`config.mk`:
```
export PLATFORM = sky130hd
export DESIGN_NAME = fill_engine
export DESIGN_NICKNAME = d
export VERILOG_FILES = /design/src/rtl/fill_pkg.sv /design/src/rtl/fill_cfg_bank.sv /design/src/rtl/fill_lane_map.sv /design/src/rtl/fill_seq.sv /design/src/rtl/fill_engine.sv
export SDC_FILE = /design/constraint.sdc
export NUM_CORES = 1
export LEC_CHECK = 0
export ABC_AREA = 0
export ABC_CLOCK_PERIOD_IN_PS = 4950
export BUFFER_PORTS_ARGS = -buffer_cell sky130_fd_sc_hd__buf_2
export CAP_MARGIN = 20
export CORE_MARGIN = 2
export CORE_UTILIZATION = 44
export CTS_CLUSTER_SIZE = 8
export DETAILED_ROUTE_END_ITERATION = 7
export SLEW_MARGIN = 0
export SYNTH_ARGS = -nofsm -noshare
export SYNTH_HDL_FRONTEND = slang
export SYNTH_SLANG_ARGS = --single-unit
```
`constraint.sdc`:
```
create_clock -name clk -period 4.95 [get_ports clk]
set_input_delay 0.495 -clock clk [delete_from_list [all_inputs] [get_ports clk]]
set_output_delay 0.495 -clock clk [all_outputs]
set_load 0.01 [all_outputs]
```
`src/rtl/fill_pkg.sv`:
```
package fill_pkg;

    typedef enum logic [2:0] {
        S_IDLE, S_SETUP, S_STEP, S_WLO, S_WHI, S_FINISH
    } fill_state_e;

    typedef enum logic [1:0] {
        GR_16 = 2'd0,
        GR_24 = 2'd1,
        GR_32 = 2'd2
    } fill_gran_e;

    localparam int CTRL_TRIG = 0;
    localparam int CTRL_G24  = 1;
    localparam int CTRL_G32  = 2;

    // The 3-byte flag wins over the 4-byte flag.
    function automatic fill_gran_e decode_gran(input logic g24, input logic g32);
        if (g24)      return GR_24;
        else if (g32) return GR_32;
        else          return GR_16;
    endfunction

    function automatic logic [2:0] gran_stride(input fill_gran_e g);
        unique case (g)
            GR_24:   return 3'd3;
            GR_32:   return 3'd4;
            default: return 3'd2;
        endcase
    endfunction

    function automatic logic [3:0] gran_mask(input fill_gran_e g);
        unique case (g)
            GR_24:   return 4'b0111;
            GR_32:   return 4'b1111;
            default: return 4'b0011;
        endcase
    endfunction

endpackage

```
`src/rtl/fill_cfg_bank.sv`:
```
module fill_cfg_bank
    import fill_pkg::*;
#(
    parameter int AW = 32
) (
    input  logic          clk,
    input  logic          rst_n,
    input  logic          wr_en,
    input  logic [1:0]    wr_sel,
    input  logic [31:0]   wr_data,
    input  logic          locked,
    input  logic          clr_trig,
    output logic [AW-1:0] start_o,
    output logic [AW-1:0] end_o,
    output logic [31:0]   value_o,
    output fill_gran_e    gran_o,
    output logic          trig_o
);

    logic g24_q, g32_q;

    always_ff @(posedge clk) begin
        if (!rst_n) begin
            start_o <= '0;
            end_o   <= '0;
            value_o <= '0;
            g24_q   <= 1'b0;
            g32_q   <= 1'b0;
            trig_o  <= 1'b0;
        end else begin
            if (clr_trig) trig_o <= 1'b0;
            if (wr_en && !locked) begin
                unique case (wr_sel)
                    2'd0: start_o <= wr_data[AW-1:0];
                    2'd1: end_o   <= wr_data[AW-1:0];
                    2'd2: value_o <= wr_data;
                    default: begin
                        trig_o <= wr_data[CTRL_TRIG];
                        g24_q  <= wr_data[CTRL_G24];
                        g32_q  <= wr_data[CTRL_G32];
                    end
                endcase
            end
        end
    end

    assign gran_o = decode_gran(g24_q, g32_q);

endmodule

```
`src/rtl/fill_lane_map.sv`:
```
module fill_lane_map
    import fill_pkg::*;
(
    input  logic [1:0]  lane,
    input  logic [31:0] value,
    input  fill_gran_e  gran,
    output logic [31:0] lo_data,
    output logic [3:0]  lo_be,
    output logic [31:0] hi_data,
    output logic [3:0]  hi_be,
    output logic        need_hi
);

    logic [3:0]  bmask;
    logic [31:0] vmask;
    logic [63:0] window;
    logic [7:0]  be_win;

    assign bmask = gran_mask(gran);

    for (genvar b = 0; b < 4; b++) begin : g_vmask
        assign vmask[8*b +: 8] = bmask[b] ? value[8*b +: 8] : 8'h00;
    end

    assign window  = {32'h0, vmask} << {lane, 3'b000};
    assign be_win  = {4'h0, bmask} << lane;
    assign lo_data = window[31:0];
    assign hi_data = window[63:32];
    assign lo_be   = be_win[3:0];
    assign hi_be   = be_win[7:4];
    assign need_hi = |be_win[7:4];

endmodule

```
`src/rtl/fill_seq.sv`:
```
module fill_seq
    import fill_pkg::*;
#(
    parameter int NCH = 2,
    parameter int AW  = 32,
    localparam int CHW = (NCH > 1) ? $clog2(NCH) : 1
) (
    input  logic           clk,
    input  logic           rst_n,
    input  logic [NCH-1:0] pend,
    input  logic [AW-1:0]  start_a [NCH],
    input  logic [AW-1:0]  end_a   [NCH],
    input  logic [31:0]    value_a [NCH],
    input  fill_gran_e     gran_a  [NCH],
    input  logic           mem_ack,
    output logic           mem_req,
    output logic [AW-1:0]  mem_addr,
    output logic [31:0]    mem_wdata,
    output logic [3:0]     mem_be,
    output logic           busy,
    output logic [NCH-1:0] done,
    output logic [NCH-1:0] irq,
    output logic [NCH-1:0] lock
);

    fill_state_e    state;
    logic [CHW-1:0] ch, pick;
    logic [AW-1:0]  addr;
    logic           found;

    logic [AW-1:0] cur_start, cur_end;
    logic [31:0]   cur_value;
    fill_gran_e    cur_gran;
    logic [AW-1:0] stride;
    logic          more;
    logic [31:0]   lo_data, hi_data;
    logic [3:0]    lo_be, hi_be;
    logic          need_hi;

    // Fixed priority: the lowest pending index is chosen.
    always_comb begin
        pick  = '0;
        found = 1'b0;
        for (int i = 0; i < NCH; i++) begin
            if (pend[i] && !found) begin
                pick  = CHW'(i);
                found = 1'b1;
            end
        end
    end

    assign cur_start = start_a[ch];
    assign cur_end   = end_a[ch];
    assign cur_value = value_a[ch];
    assign cur_gran  = gran_a[ch];
    assign stride    = AW'(gran_stride(cur_gran));

    // A 4-byte pattern must fit entirely; narrower patterns only need a start below end.
    assign more = (cur_gran == GR_32)
                ? (({1'b0, addr} + (AW+1)'(4)) <= {1'b0, cur_end})
                : (addr < cur_end);

    fill_lane_map u_lane (
        .lane    (addr[1:0]),
        .value   (cur_value),
        .gran    (cur_gran),
        .lo_data (lo_data),
        .lo_be   (lo_be),
        .hi_data (hi_data),
        .hi_be   (hi_be),
        .need_hi (need_hi)
    );

    always_ff @(posedge clk) begin
        if (!rst_n) begin
            state <= S_IDLE;
            ch    <= '0;
            addr  <= '0;
        end else begin
            unique case (state)
                S_IDLE: if (found) begin
                    ch    <= pick;
                    state <= S_SETUP;
                end
                S_SETUP: begin
                    addr  <= cur_start;
                    state <= S_STEP;
                end
                S_STEP: state <= more ? S_WLO : S_FINISH;
                S_WLO: if (mem_ack) begin
                    if (need_hi) state <= S_WHI;
                    else begin
                        addr  <= addr + stride;
                        state <= S_STEP;
                    end
                end
                S_WHI: if (mem_ack) begin
                    addr  <= addr + stride;
                    state <= S_STEP;
                end
                S_FINISH: state <= S_IDLE;
                default:  state <= S_IDLE;
            endcase
        end
    end

    always_comb begin
        busy      = (state != S_IDLE);
        mem_req   = 1'b0;
        mem_addr  = {addr[AW-1:2], 2'b00};
        mem_wdata = lo_data;
        mem_be    = lo_be;
        done      = '0;
        irq       = '0;
        lock      = '0;
        if (busy) lock[ch] = 1'b1;
        unique case (state)
            S_WLO: mem_req = 1'b1;
            S_WHI: begin
                mem_req   = 1'b1;
                mem_addr  = {addr[AW-1:2], 2'b00} + AW'(4);
                mem_wdata = hi_data;
                mem_be    = hi_be;
            end
            S_FINISH: begin
                done[ch] = 1'b1;
                irq[ch]  = (cur_start != '0) && (cur_end > cur_start);
            end
            default: ;
        endcase
    end

endmodule

```
`src/rtl/fill_engine.sv`:
```
module fill_engine
    import fill_pkg::*;
#(
    parameter int NCH = 2,
    parameter int AW  = 32,
    localparam int CHW = (NCH > 1) ? $clog2(NCH) : 1
) (
    input  logic           clk,
    input  logic           rst_n,
    input  logic           cfg_we,
    input  logic [CHW-1:0] cfg_ch,
    input  logic [1:0]     cfg_reg,
    input  logic [31:0]    cfg_wdata,
    output logic           mem_req,
    output logic [AW-1:0]  mem_addr,
    output logic [31:0]    mem_wdata,
    output logic [3:0]     mem_be,
    input  logic           mem_ack,
    output logic [NCH-1:0] trig_o,
    output logic           busy,
    output logic [NCH-1:0] done,
    output logic [NCH-1:0] irq
);

    logic [AW-1:0]  start_a [NCH];
    logic [AW-1:0]  end_a   [NCH];
    logic [31:0]    value_a [NCH];
    fill_gran_e     gran_a  [NCH];
    logic [NCH-1:0] lock;

    for (genvar g = 0; g < NCH; g++) begin : g_chan
        fill_cfg_bank #(.AW(AW)) u_bank (
            .clk      (clk),
            .rst_n    (rst_n),
            .wr_en    (cfg_we && (cfg_ch == CHW'(g))),
            .wr_sel   (cfg_reg),
            .wr_data  (cfg_wdata),
            .locked   (lock[g]),
            .clr_trig (done[g]),
            .start_o  (start_a[g]),
            .end_o    (end_a[g]),
            .value_o  (value_a[g]),
            .gran_o   (gran_a[g]),
            .trig_o   (trig_o[g])
        );
    end

    fill_seq #(.NCH(NCH), .AW(AW)) u_seq (
        .clk       (clk),
        .rst_n     (rst_n),
        .pend      (trig_o),
        .start_a   (start_a),
        .end_a     (end_a),
        .value_a   (value_a),
        .gran_a    (gran_a),
        .mem_ack   (mem_ack),
        .mem_req   (mem_req),
        .mem_addr  (mem_addr),
        .mem_wdata (mem_wdata),
        .mem_be    (mem_be),
        .busy      (busy),
        .done      (done),
        .irq       (irq),
        .lock      (lock)
    );

endmodule

```
# Word level (Yosys, flattened, before mapping)
# Index checks and enable logic that the tools add are counted.
op_classes:
  n_addsub: 3
  order_cmp: 6
  eq_ne: 13
  shifts: 2
  mux: 51
  bitwise: 4
  n_reduce_logical: 29
ops:
  columns: ["cell", "count"]
  rows:
  - ["$mux W32", 14]
  - ["$pmux W32 S3", 1]
  - ["$shl A32 B5 Y64", 1]
  - ["$add A32 B3 Y33 const B", 1]
  - ["$le A33 B32 Y1", 1]
  - ["$add A32 B3 Y32", 1]
  - ["$add A32 B3 Y32 const B", 1]
  - ["$gt A32 B32 Y1", 1]
  - ["$lt A32 B32 Y1", 1]
  - ["$mux W8", 4]
  - ["$reduce_bool A32 Y1", 1]
  - ["$mux W2", 10]
  - ["$reduce_and A2 Y1", 9]
  - ["$mux W3", 5]
  - ["$pmux W3 S5", 1]
  - ["$mux W1", 12]
  - ["$pmux W4 S2", 1]
  - ["$shl A4 B2 Y8", 1]
  - ["$logic_and A1 B1 Y1", 7]
  - ["$eq A3 B2 Y1 const B", 2]
  - ["$eq A3 B3 Y1 const B", 2]
  - ["$ne A2 B2 Y1 const B", 3]
  - ["$pmux W3 S2", 1]
  - ["$reduce_bool A3 Y1", 2]
  - ["20 further kinds", 25]
totals:
  reg_bits: 234
  out_inout_bits: 76

# Depth between registers and ports, before layout
# Gate-level depths: netlist of run 1.
depth:
  depth_word: 12
  ltp_mapped: 18

# Modules after synthesis
# A second synthesis of run 1 with hierarchy kept.
unflattened:
  hier_cells: 1908
  hier_area_um2: 15660.0
by_module_without_submodules:
  columns: ["module", "instances", "cells_each", "area_each_um2"]
  rows:
  - ["fill_cfg_bank", 2, 361, 3709.8]
  - ["fill_seq", 1, 1024, 7179.4]
  - ["fill_lane_map", 1, 160, 1044.8]
  - ["fill_engine", 1, 2, 16.3]

# Worst setup path after synthesis of run 1
# OpenSTA, ideal clock, no wires.
synth_timing:
  path_kind: "register to output"
  startpoint: "reg u_seq.ch"
  endpoint: "out irq[0]"
  arrival_ps: 3554
  required_ps: 4455
  setup_slack_ps: 901
  path_stages_with_launch: 15
  n_path_buf: 5
  path_cell_list: "dfxtp_1 -> clkbuf_1 -> buf_2 -> buf_2 -> buf_2 -> buf_2 -> mux2i_1 -> inv_1 -> ha_1 -> nand2_1 -> or3_1 -> nor3_1 -> o21ai_0 -> a31o_2 -> nor3_1"
synth_between:
  elab_chain_cells: 8
  elab_cells_between_ends: 17
synth_rtl:
  columns: ["item", "line", "rtl"]
  rows:
  - ["start, declared", "fill_seq.sv:27", "logic [CHW-1:0] ch, pick;"]
  - ["start signal, assigned", "fill_seq.sv:82", "ch <= pick;"]
  - ["$not A1 Y2 (not written as such)", "fill_seq.sv:52, fill_seq.sv:53", null]
  - ["$mux W32 (on tied branches) (3 in series)", "fill_seq.sv:53, fill_seq.sv:52", null]
  - ["$gt A32 B32 Y1 / $reduce_bool A32 Y1 (equally long branches)", "fill_seq.sv:127", "irq[ch] = (cur_start != '0) && (cur_end > cur_start);"]
  - ["$logic_and A1 B1 Y1", "fill_seq.sv:127", null]
  - ["$and A2 B2 Y2 (no source line) (*)", null, null]
  - ["$mux W2 (*)", "fill_seq.sv:117", "unique case (state)"]
  - ["end, declared", "fill_engine.sv:22", "output logic [NCH-1:0] irq"]
# Mark *: on every way between the ends. The rest lies on a longest branch, timed or not. The select of a mux whose other input is x is not followed.

# Worst setup path in the final report of run 1
# Same ends and word-level chain as after synthesis.

==> flow_metrics.tcl, run 1 <==
set metrics [dict create \
    timing.max_cap.violations 0 \
    netlist-cell-type-count 67 \
    min_path_type "in -> reg" \
    finalWorstPathRequiredPeriod_ps 4450 \
    setup_viol_count_final 0 \
    worstPathArrival_ps 3960 \
    hpwl_um 34300 \
    finish.instance_area_um2 16500 \
    grt_use_total 0.270 \
    pin_count 115 \
    hold_viol_final 0 \
    tightest_slew_ps 1120 \
    yosysMostFrequentCell "sky130_fd_sc_hd__nand2_1" \
    beginning_of_the_critical_path "u_seq.ch$_SDFFE_PN0P_" \
    p_int_mw 3.50 \
    layout.nets 2099 \
    part_of_the_total_power_dissipated_in_the_clock_network 0.457 \
    fillerInstances 3300 \
    fin_util 0.495 \
    synthDominantCellAreaShare 0.316 \
    worst_setup_path_end_kind "output port" \
    power.switching_mw 1.24 \
    starting_density_of_the_core 0.444 \
    clock_tree.root_cell "sky130_fd_sc_hd__clkbuf_16" \
    grt_antenna_before_repair 2 \
    die_area_um2 35100 \
    r2r_cells 13 \
    h_tree_levels 2 \
    routed_wirelength_um 48500 \
    post-layout-total-power_mw 4.74 \
    synthCells 1933 \
    finalWorstSetupSlack_ps 498 \
    die_height_um 187 \
    post-synth-top-area-cell "sky130_fd_sc_hd__dfxtp_1" \
    number_of_cts_inserted_buffers 35 \
    gp_congestion 0.951 \
    std_cell_rows 67 \
    synth.yosys.seq_area_share 0.316 \
    netlist_area_pre_place_um2 14800 \
    slew_viol_final 0 \
    synthTopCellsByArea "sky130_fd_sc_hd__dfxtp_1 (32%), sky130_fd_sc_hd__nand2_1 (13%), sky130_fd_sc_hd__a21boi_0 (9.6%)" \
    clock_path_buffers 3 \
    place.port_buffers 112 \
    grt-ovfl-total 0 \
    finalClockSkew_ps 24.9 \
    worstReg2RegEnd "u_seq.state[2]$_SDFFE_PN0P_" \
    post_cts.resized_instances 0 \
    layout-drive-gt1-share 0.114 \
    placeableCoreArea_um2 33400 \
    cts_tree "built" \
    vdd.ir_drop.worst_v 0.000213 \
    leakage_nw 6.40 \
    timing.setup.tns_ps 0 \
    share_seq_of_total_power 0.419 \
    power_density_nw_per_um2 287 \
    floorplan.die.width_um 187 \
    synth_enable_flop_cells 0 \
    first_pass_iteration_count_of_the_detailed_router 5 \
    p_sw_frac 0.261 \
    yosys_register_bits 234 \
    post_drt_wl_per_cell_um 20.1 \
    max_clock_freq_ghz 0.225 \
    finalCritPeriodShare 0.899 \
    crit-reg2reg-launch "u_seq.addr[3]$_SDFFE_PN0P_" \
    setup.worst_path.start_class "flop" \
    netlist_top_cells_count "sky130_fd_sc_hd__nand2_1 (519), sky130_fd_sc_hd__dfxtp_1 (234), sky130_fd_sc_hd__a21boi_0 (189), sky130_fd_sc_hd__clkbuf_1 (107), sky130_fd_sc_hd__ha_1 (99)" \
    worstSkewPairLatency_ps 510 \
    synthesized_area_divided_by_synthesized_cell_count_um2 7.66 \
    run_status "finished clean" \
    post_dp_cell_area_um2 15500 \
    final_antenna_net_count 0 \
    synth_async_sr_flop_share 0 \
    remaining_routing_drc_violations 0 \
    worstPathRequired_ps 4450 \
    routed-via-count 13800 \
    hold_path_end "g_chan[1].u_bank.end_o[24]$_SDFFE_PN0P_" \
    relSlewSlack 0.256 \
    regToRegSetupSlack_ps 600 \
    hp-start "cfg_wdata[24]" \
    drt_iter0_markers 1154 \
    crit_fanout 28 \
    timing.hold.worst_path_depth 3 \
    drt-vias-per-instance 5.72 \
    grt_pass1_vias 13100 \
    setup_repair_after_global_routing_missed_its_margin "false" \
    area_growth_syn_to_layout_pct 11.6 \
    first_pass_grt_wire_length_um 75400 \
    synthFlopType "sky130_fd_sc_hd__dfxtp_1" \
    power.combinational.fraction 0.124 \
    cts.sink_count 234 \
    place_worst_setup_slack_ps 675 \
    largest_net_degree_at_the_start_of_global_routing 175 \
    cts.reportedPaths.clkPinSlew_ps 50 \
    path_class "reg -> out" \
    yosysWarningCount 0 \
]
flip-flops by register name (all words and copies together), names as in the netlist, 2 cells and up:
signal and count:
g_chan.u_bank.start_o 64, g_chan.u_bank.g24_q 2, u_seq.addr 32, g_chan.u_bank.end_o 64, g_chan.u_bank.value_o 64, g_chan.u_bank.trig_o 2
g_chan.u_bank.g32_q 2, u_seq.state 3
layout make-up:
type	instances	area (um2)	area share
Tap cell	448	561	0.0339
Antenna cell	2	5.00	0.000303
Timing Repair Buffer	143	821	0.0497
Sequential cell	234	4690	0.284
Inverter	42	158	0.00954
Multi-Input combinational cell	1504	9330	0.564
Clock buffer	42	965	0.0584
cell usage in the layout (no fill, tap or decap), types with 26 or more instances in the layout:
cell type and instances:
sky130_fd_sc_hd__mux2i_1 86, sky130_fd_sc_hd__o21ai_0 85, sky130_fd_sc_hd__nor2_1 70, sky130_fd_sc_hd__a21oi_1 64, sky130_fd_sc_hd__a21boi_0 189, sky130_fd_sc_hd__dfxtp_1 233, sky130_fd_sc_hd__buf_2 111, sky130_fd_sc_hd__buf_4 30
sky130_fd_sc_hd__clkbuf_16 37, sky130_fd_sc_hd__xnor2_1 32, sky130_fd_sc_hd__nand2_1 519, sky130_fd_sc_hd__nand4_1 33, sky130_fd_sc_hd__inv_1 40, sky130_fd_sc_hd__nor3_1 49, sky130_fd_sc_hd__xor2_1 26, sky130_fd_sc_hd__nand3_1 34
sky130_fd_sc_hd__ha_1 99
kinds of logic (layout without fill, tap and decap cells):
family | count (synthesis) | count (layout) | share of synthesized area
AND/OR/NAND/NOR | 786 | 786 | 0.230
AO/OA/AOI/OAI | 456 | 456 | 0.207
flip-flops | 234 | 234 | 0.316
buffers and inverters | 196 | 227 | 0.0561
multiplexers | 102 | 102 | 0.0703
adder cells (fa/ha/maj) | 100 | 100 | 0.0850
XOR/XNOR | 58 | 58 | 0.0343
other | 1 | 4 | 0.000253
what timing repair did:
action                                  in CTS  in global routing
setup buffers                                0                  1
hold buffers                                 0                  0
endpoints found under the setup margin       0                  1
hold endpoints to repair                     0                  0
power by group through the flow:
stage	registers (mW)	clock network (mW)	logic, mW
floorplan	2.00	0	0.398
global placement	2.03	0	0.570
detailed placement	2.03	0	0.575
CTS	1.99	2.21	0.578
global route	1.99	2.27	0.647
finish	1.99	2.17	0.587
metrics by stage:
stage / instances / hold slack, ps
floorplan: 1934 / 433
global placement: 2370 / 439
detailed placement: 2370 / 446
CTS: 2412 / 290
global route: 2413 / 317
finish: 2415 / 303
critical path, cell delays in order (launching register included):
cell	delay [ps]
sky130_fd_sc_hd__dfxtp_4	640
sky130_fd_sc_hd__buf_4	490
sky130_fd_sc_hd__mux2i_1	380
sky130_fd_sc_hd__inv_1	80
sky130_fd_sc_hd__ha_1	310
sky130_fd_sc_hd__nand4_1	130
sky130_fd_sc_hd__nor2_1	170
sky130_fd_sc_hd__o21ai_0	100
sky130_fd_sc_hd__a21oi_1	150
sky130_fd_sc_hd__o21ai_0	150
sky130_fd_sc_hd__a31o_2	300
sky130_fd_sc_hd__nor3_1	340
sky130_fd_sc_hd__buf_2	210
how the worst max path moves through the flow:
stage	to	slack (ps)	depth (start not counted)
finish	irq[0]	500	12
global route	irq[0]	230	12
CTS	irq[0]	280	12
detailed placement	u_seq.state[2]$_SDFFE_PN0P_	680	13
global placement	u_seq.state[2]$_SDFFE_PN0P_	690	14
floorplan	irq[0]	900	14
layer usage:
metal  share of wire  vias to the layer above  GRT usage
li1                -                     6707          -
met4           0.036                        2     0.0990
met1            0.46                     6487      0.378
met2            0.43                      513      0.419
met3           0.068                       99     0.0424
met5         0.00029                        -          0
Power figures use the tool's default switching activity.
==> inputs of run 2 (changes only) <==
--- a/config.mk
+++ b/config.mk
@@ -6,7 +6,7 @@
 export NUM_CORES = 1
 export LEC_CHECK = 0
 export ABC_AREA = 0
-export ABC_CLOCK_PERIOD_IN_PS = 4950
+export ABC_CLOCK_PERIOD_IN_PS = 4000
 export BUFFER_PORTS_ARGS = -buffer_cell sky130_fd_sc_hd__buf_2
 export CAP_MARGIN = 20
 export CORE_MARGIN = 2
==> constraint.sdc (replaced) <==
create_clock -name clk -period 4 [get_ports clk]
set_input_delay 0.4 -clock clk [delete_from_list [all_inputs] [get_ports clk]]
set_output_delay 0.4 -clock clk [all_outputs]
set_load 0.01 [all_outputs]
==> run 2 against run 1 <==
  * Cell count rose by 2.5%
  * Sequential power rose by 23%
  * Critical path depth fell by 1
  * Cell area rose by 3.2%
  * Core utilization rose by 1.6 points
  * Setup slack got worse by 470 ps
==> flow_metrics.tcl, run 2 (same netlist as run 1, synthesis figures left out) <==
set metrics [dict create \
    first_pass_iteration_count_of_the_detailed_router 7 \
    regToRegSetupSlack_ps 230 \
    starting_density_of_the_core 0.444 \
    largest_stage_delay_worst_path_ps 450 \
    hold_viol_final 0 \
    hpwl_um 35000 \
    crit-reg2reg-launch "u_seq.addr[3]$_SDFFE_PN0P_" \
    die_height_um 187 \
    hp-start "cfg_wdata[31]" \
    worstPathArrival_ps 3570 \
    layout_commonest_cell "sky130_fd_sc_hd__nand2_1" \
    worst_setup_path_end_kind "output port" \
    h_tree_levels 2 \
    min_path_type "in -> reg" \
    largest_net_degree_at_the_start_of_global_routing 159 \
    final_antenna_net_count 0 \
    worstSkewPairLatency_ps 520 \
    gp_congestion 0.935 \
    grt_pass1_vias 13300 \
    path_class "reg -> out" \
    layout-drive-gt1-share 0.145 \
    floorplan.die.width_um 187 \
    finalClockSkew_ps 13.4 \
    power_density_nw_per_um2 347 \
    clock_path_buffers 3 \
    placeableCoreArea_um2 33400 \
    max_clock_freq_ghz 0.252 \
    post_drt_wl_per_cell_um 20.0 \
    setup_viol_count_final 0 \
    power.combinational.fraction 0.132 \
    fillerInstances 3345 \
    clock_tree.root_cell "sky130_fd_sc_hd__clkbuf_16" \
    crit_chain "buf_6 > buf_4 > mux2i_1 > ha_1 > nand2_1 > or3_1 > nor3_4 > o21ai_0 > a31o_2 > nor2_2 > buf_2" \
    leakage_nw 6.69 \
    crit_fanout 8 \
    place.port_buffers 112 \
    grt-ovfl-total 0 \
    grt_antenna_before_repair 0 \
    finalCritPeriodShare 0.993 \
    std_cell_rows 67 \
    area_growth_syn_to_layout_pct 15.2 \
    reg.largest.list "g_chan.u_bank.end_o (64), g_chan.u_bank.start_o (64), g_chan.u_bank.value_o (64)" \
    tightest_slew_ps 855 \
    slowest_stage "sky130_fd_sc_hd__or3_1" \
    remaining_routing_drc_violations 0 \
    mostFrequentLayoutCells "sky130_fd_sc_hd__nand2_1 (519), sky130_fd_sc_hd__dfxtp_1 (232), sky130_fd_sc_hd__a21boi_0 (189), sky130_fd_sc_hd__buf_2 (111), sky130_fd_sc_hd__ha_1 (98)" \
    setup_repair_after_global_routing_missed_its_margin "false" \
    part_of_the_total_power_dissipated_in_the_clock_network 0.454 \
    setup.worst_path.start_class "flop" \
    run_status "finished clean" \
    r2r_cells 13 \
    die_area_um2 35100 \
    finalWorstPathRequiredPeriod_ps 3970 \
    cts_tree "built" \
    worstReg2RegEnd "u_seq.state[2]$_SDFFE_PN0P_" \
    routed_wirelength_um 49400 \
    pin_count 115 \
    worstPathRequired_ps 3600 \
    post-layout-total-power_mw 5.92 \
    hold_path_end "g_chan[0].u_bank.value_o[31]$_SDFFE_PN0P_" \
    timing.max_cap.violations 0 \
    cts.reportedPaths.clkPinSlew_ps 50 \
    vdd.ir_drop.worst_v 0.000257 \
    slew_viol_final 0 \
    cts.sink_count 234 \
    number_of_cts_inserted_buffers 35 \
    p_int_mw 4.31 \
    layout.nets 2160 \
    routed-via-count 14100 \
    timing.hold.worst_path_depth 3 \
    share_seq_of_total_power 0.414 \
    diodes 0 \
    grt_use_total 0.274 \
    first_pass_grt_wire_length_um 76200 \
    regArea_um2 4690 \
    cts_hold_buffers 0 \
    drt_iter0_markers 1209 \
    p_sw_frac 0.273 \
    multiInputGateArea_um2 9380 \
    drt-vias-per-instance 5.70 \
    fin_util 0.511 \
    relSlewSlack 0.430 \
    power.switching_mw 1.62 \
]
==> run 2: cell count changes in the layout (fill, tap and decap cells not counted), sizes merged <==
cell / previous run / this run
clkbuf: 42 / 41
diode: 2 / 0
clkinv: 1 / 3
buf: 143 / 204
==> run 2: worst max-delay path by stage <==
stage                                     from                     endpoint  slack, ps  depth (start not counted)
global route             u_seq.ch$_SDFFE_PN0P_                       irq[0]         10                         11
CTS                      u_seq.ch$_SDFFE_PN0P_                       irq[0]         30                         10
finish                   u_seq.ch$_SDFFE_PN0P_                       irq[1]         30                         11
global placement    u_seq.addr[3]$_SDFFE_PN0P_  u_seq.state[2]$_SDFFE_PN0P_       -170                         13
detailed placement  u_seq.addr[3]$_SDFFE_PN0P_  u_seq.state[2]$_SDFFE_PN0P_       -230                         13
floorplan                u_seq.ch$_SDFFE_PN0P_                       irq[0]         50                         14
==> run 2: what timing repair did <==
item | CTS | global route
hold endpoints to repair | 0 | 0
resized for setup | 5 | 13
setup endpoints to repair | 4 | 4
buffers inserted | 1 | 4
pin swaps | 0 | 0
==> run 2: routing by layer <==
metal	vias up	share of wire	track usage
met5	-	0	0
met4	0	0.033	0.0909
met3	93	0.066	0.0351
met2	544	0.44	0.426
met1	6643	0.47	0.392
li1	6822	-	-
==> run 2: cell type report <==
| class | count | share of cell area |
|---|---|---|
| Clock buffer | 41 | 0.0532 |
| Timing Repair Buffer | 204 | 0.0764 |
| Tap cell | 448 | 0.0329 |
| Sequential cell | 234 | 0.275 |
| Clock inverter | 2 | 0.00352 |
| Inverter | 42 | 0.00924 |
| Multi-Input combinational cell | 1504 | 0.550 |
==> run 2: power groups by stage <==
stage | Combinational [mW] | Sequential [mW] | Clock [mW]
final | 0.781 | 2.45 | 2.69
after CTS | 0.759 | 2.45 | 2.73
after global routing | 0.851 | 2.46 | 2.82
after global placement | 0.741 | 2.50 | 0
after floorplan | 0.492 | 2.47 | 0
after detailed placement | 0.749 | 2.50 | 0
==> run 2: through the flow <==
stage / setup WS (ps) / cells / hold slack, ps / cell area [um2] / TNS [ps]
2_1_floorplan: 45.8 / 1934 / 433 / 14800 / 0
3_3_place_gp: -169 / 2427 / 439 / 16000 / -307
3_5_place_dp: -233 / 2427 / 446 / 16000 / -437
4_1_cts: 27.8 / 2471 / 177 / 17000 / 0
5_1_grt: 11.0 / 2475 / 195 / 17100 / 0
6_report: 26.1 / 2475 / 191 / 17100 / 0
==> run 2: critical path: cells and delay by family, from the launching register on <==
| family | cells | cell delay, ps |
|---|---|---|
| mux | 1 | 370 |
| compound gates | 2 | 490 |
| simple gates | 4 | 1020 |
| flops | 1 | 440 |
| buf+inv | 3 | 510 |
| fa+ha+maj | 1 | 200 |
==> inputs of run 3 (changes only) <==
--- a/config.mk
+++ b/config.mk
@@ -7,7 +7,7 @@
 export LEC_CHECK = 0
 export ABC_AREA = 0
 export ABC_CLOCK_PERIOD_IN_PS = 4000
-export BUFFER_PORTS_ARGS = -buffer_cell sky130_fd_sc_hd__buf_2
+export BUFFER_PORTS_ARGS = -buffer_cell sky130_fd_sc_hd__buf_4
 export CAP_MARGIN = 20
 export CORE_MARGIN = 2
 export CORE_UTILIZATION = 44
==> run 3 against run 2 <==
  * Sequential cell count did not move
  * Cell count is 0.57% lower
  * Non-clock buffer count is 14 lower
  * Register-to-register slack improved by 20 ps
  * Power hardly changed
  * Clock power hardly changed
  * Sequential share of layout area decreased by 0.30 points
  * Largest power group unchanged
  * First-iteration DRC count fell by 5.5%
  * Highest routed layer unchanged
==> flow_metrics.tcl, run 3 (same netlist as run 1, synthesis figures left out) <==
set metrics [dict create \
    grt_antenna_before_repair 0 \
    slowest_stage "sky130_fd_sc_hd__mux2i_1" \
    grt_use_total 0.281 \
    worstSkewPairLatency_ps 520 \
    die_area_um2 35100 \
    critPathTopFamily "simple AND/OR/NAND/NOR gates" \
    worstPathArrival_ps 3510 \
    post_drt_wl_per_cell_um 20.4 \
    place.port_buffers 112 \
    area_growth_syn_to_layout_pct 16.5 \
    layout_commonest_cell "sky130_fd_sc_hd__nand2_1" \
    finalWorstSetupSlack_ps 93.8 \
    worstPathRequired_ps 3600 \
    mostFrequentLayoutCells "sky130_fd_sc_hd__nand2_1 (519), sky130_fd_sc_hd__dfxtp_1 (232), sky130_fd_sc_hd__a21boi_0 (189), sky130_fd_sc_hd__buf_4 (185), sky130_fd_sc_hd__ha_1 (98)" \
    first_pass_iteration_count_of_the_detailed_router 6 \
    largest_stage_delay_worst_path_ps 510 \
    routed-via-count 14100 \
    cp_num_buf_inv 2 \
    reg.largest.list "g_chan.u_bank.end_o (64), g_chan.u_bank.start_o (64), g_chan.u_bank.value_o (64)" \
    hpwl_um 34900 \
    drt_iter0_markers 1142 \
    setup_viol_count_final 0 \
    post_dp_cell_area_um2 16100 \
    cts.reportedPaths.clkPinSlew_ps 50 \
    placeableCoreArea_um2 33400 \
    clock_path_buffers 3 \
    remaining_routing_drc_violations 0 \
    h_tree_levels 2 \
    starting_density_of_the_core 0.444 \
    finish.instance_area_um2 17200 \
    routed_wirelength_um 50200 \
    relSlewSlack 0.368 \
    cts.sink_count 234 \
    worst_setup_path_end_kind "output port" \
    largest_net_degree_at_the_start_of_global_routing 156 \
    die_height_um 187 \
    grt_pass1_vias 13600 \
    path_common_cell "sky130_fd_sc_hd__buf_4" \
    crit_fanout 10 \
    timing.setup.tns_ps 0 \
    cts_hold_buffers 0 \
    min_path_type "in -> reg" \
    max_clock_freq_ghz 0.256 \
    path_class "reg -> out" \
    pin_count 115 \
    crit_chain "buf_4 > mux2i_1 > ha_1 > nand2_1 > or3_1 > nor3_4 > o21ai_0 > a31o_2 > nor2_1 > buf_4" \
    grt-ovfl-total 0 \
    final_antenna_net_count 0 \
    clock_tree.root_cell "sky130_fd_sc_hd__clkbuf_16" \
    met3WireLength_um 3590 \
    setup.worst_path.start_class "flop" \
    finalWorstPathRequiredPeriod_ps 3910 \
    placed_cells_incl_taps 2412 \
    first_pass_grt_wire_length_um 78300 \
    vdd.ir_drop.worst_v 0.000243 \
    drt-vias-per-instance 5.72 \
    cts_tree "built" \
    layoutNonFillerInstCount 2461 \
    diodes 0 \
    highest_layer "met4" \
    std_cell_rows 67 \
    hold_viol_final 0 \
    leakage_nw 6.67 \
    length_of_routed_wiring_on_met1_um 22900 \
    number_of_cts_inserted_buffers 35 \
    finalClockSkew_ps 19.4 \
    layout-drive-gt1-share 0.140 \
    floorplan.die.width_um 187 \
    tightest_slew_ps 948 \
    run_status "finished clean" \
    gp_congestion 0.934 \
    slew_viol_final 0 \
    timing.max_cap.violations 0 \
    finalCritPeriodShare 0.977 \
    power_density_nw_per_um2 344 \
    place_worst_setup_slack_ps -126 \
    met2_length_um 22500 \
    layout.nets 2146 \
]
-- run 3: repair_timing --
| action | in CTS | in global routing |
|---|---|---|
| gates resized for setup | 5 | 11 |
| setup endpoints to repair | 4 | 4 |
| gates cloned | 0 | 1 |
| setup buffers | 5 | 0 |
-- run 3: report_power, final --
| part | switching [mW] | internal [mW] |
|---|---|---|
| Clock | 1.03 | 1.65 |
| Combinational | 0.473 | 0.327 |
| Sequential | 0.0570 | 2.40 |
| Total | 1.56 | 4.37 |
-- run 3: worst register-to-register path, stage by stage (launching register included) --
cell	delay (ps)
sky130_fd_sc_hd__dfxtp_1	610
sky130_fd_sc_hd__and4_4	340
sky130_fd_sc_hd__nand3_4	120
sky130_fd_sc_hd__nor2_2	320
sky130_fd_sc_hd__nand3_1	220
sky130_fd_sc_hd__xnor2_1	200
sky130_fd_sc_hd__ha_1	310
sky130_fd_sc_hd__nand4_1	240
sky130_fd_sc_hd__nor4bb_4	420
sky130_fd_sc_hd__a221oi_1	140
sky130_fd_sc_hd__o21ai_0	120
sky130_fd_sc_hd__nor4_1	70
sky130_fd_sc_hd__nor4_1	350
sky130_fd_sc_hd__a41o_1	210
-- run 3: final timing paths --
check                                                                from                                         to  slack, ps  depth (start not counted)
worst max-delay path                                u_seq.ch$_SDFFE_PN0P_                                     irq[1]         90                         10
worst min-delay path                                         cfg_wdata[8]     g_chan[1].u_bank.end_o[8]$_SDFFE_PN0P_        200                          3
worst max register to register                 u_seq.addr[7]$_SDFFE_PN0P_                u_seq.state[2]$_SDFFE_PN0P_        250                         13
worst min register to register  g_chan[1].u_bank.start_o[17]$_SDFFE_PN0P_  g_chan[1].u_bank.start_o[17]$_SDFFE_PN0P_        450                          2
-- run 3: layout make-up --
cell class / instances / area, um2
clock buffers: 43 / 958
fillers: 3326 / 16100
inverters: 42 / 158
multi-input cells: 1504 / 9380
flip-flops and latches: 234 / 4690
well taps: 448 / 561
repair buffers: 190 / 1500
-- run 3: metal layers --
metal,up-vias,track usage
li1,6779,-
met1,6680,0.388
met2,547,0.452
met3,70,0.0469
met4,0,0.0833
met5,-,0
-- run 3: metrics by stage --
stage | total power [mW] | utilization | hold WS [ps]
2_1_floorplan | 2.96 | - | 433
3_3_place_gp | 3.26 | 0.484 | 440
3_5_place_dp | 3.27 | 0.484 | 446
4_1_cts | 5.96 | 0.515 | 175
5_1_grt | 6.15 | 0.517 | 189
6_report | 5.93 | 0.517 | 197
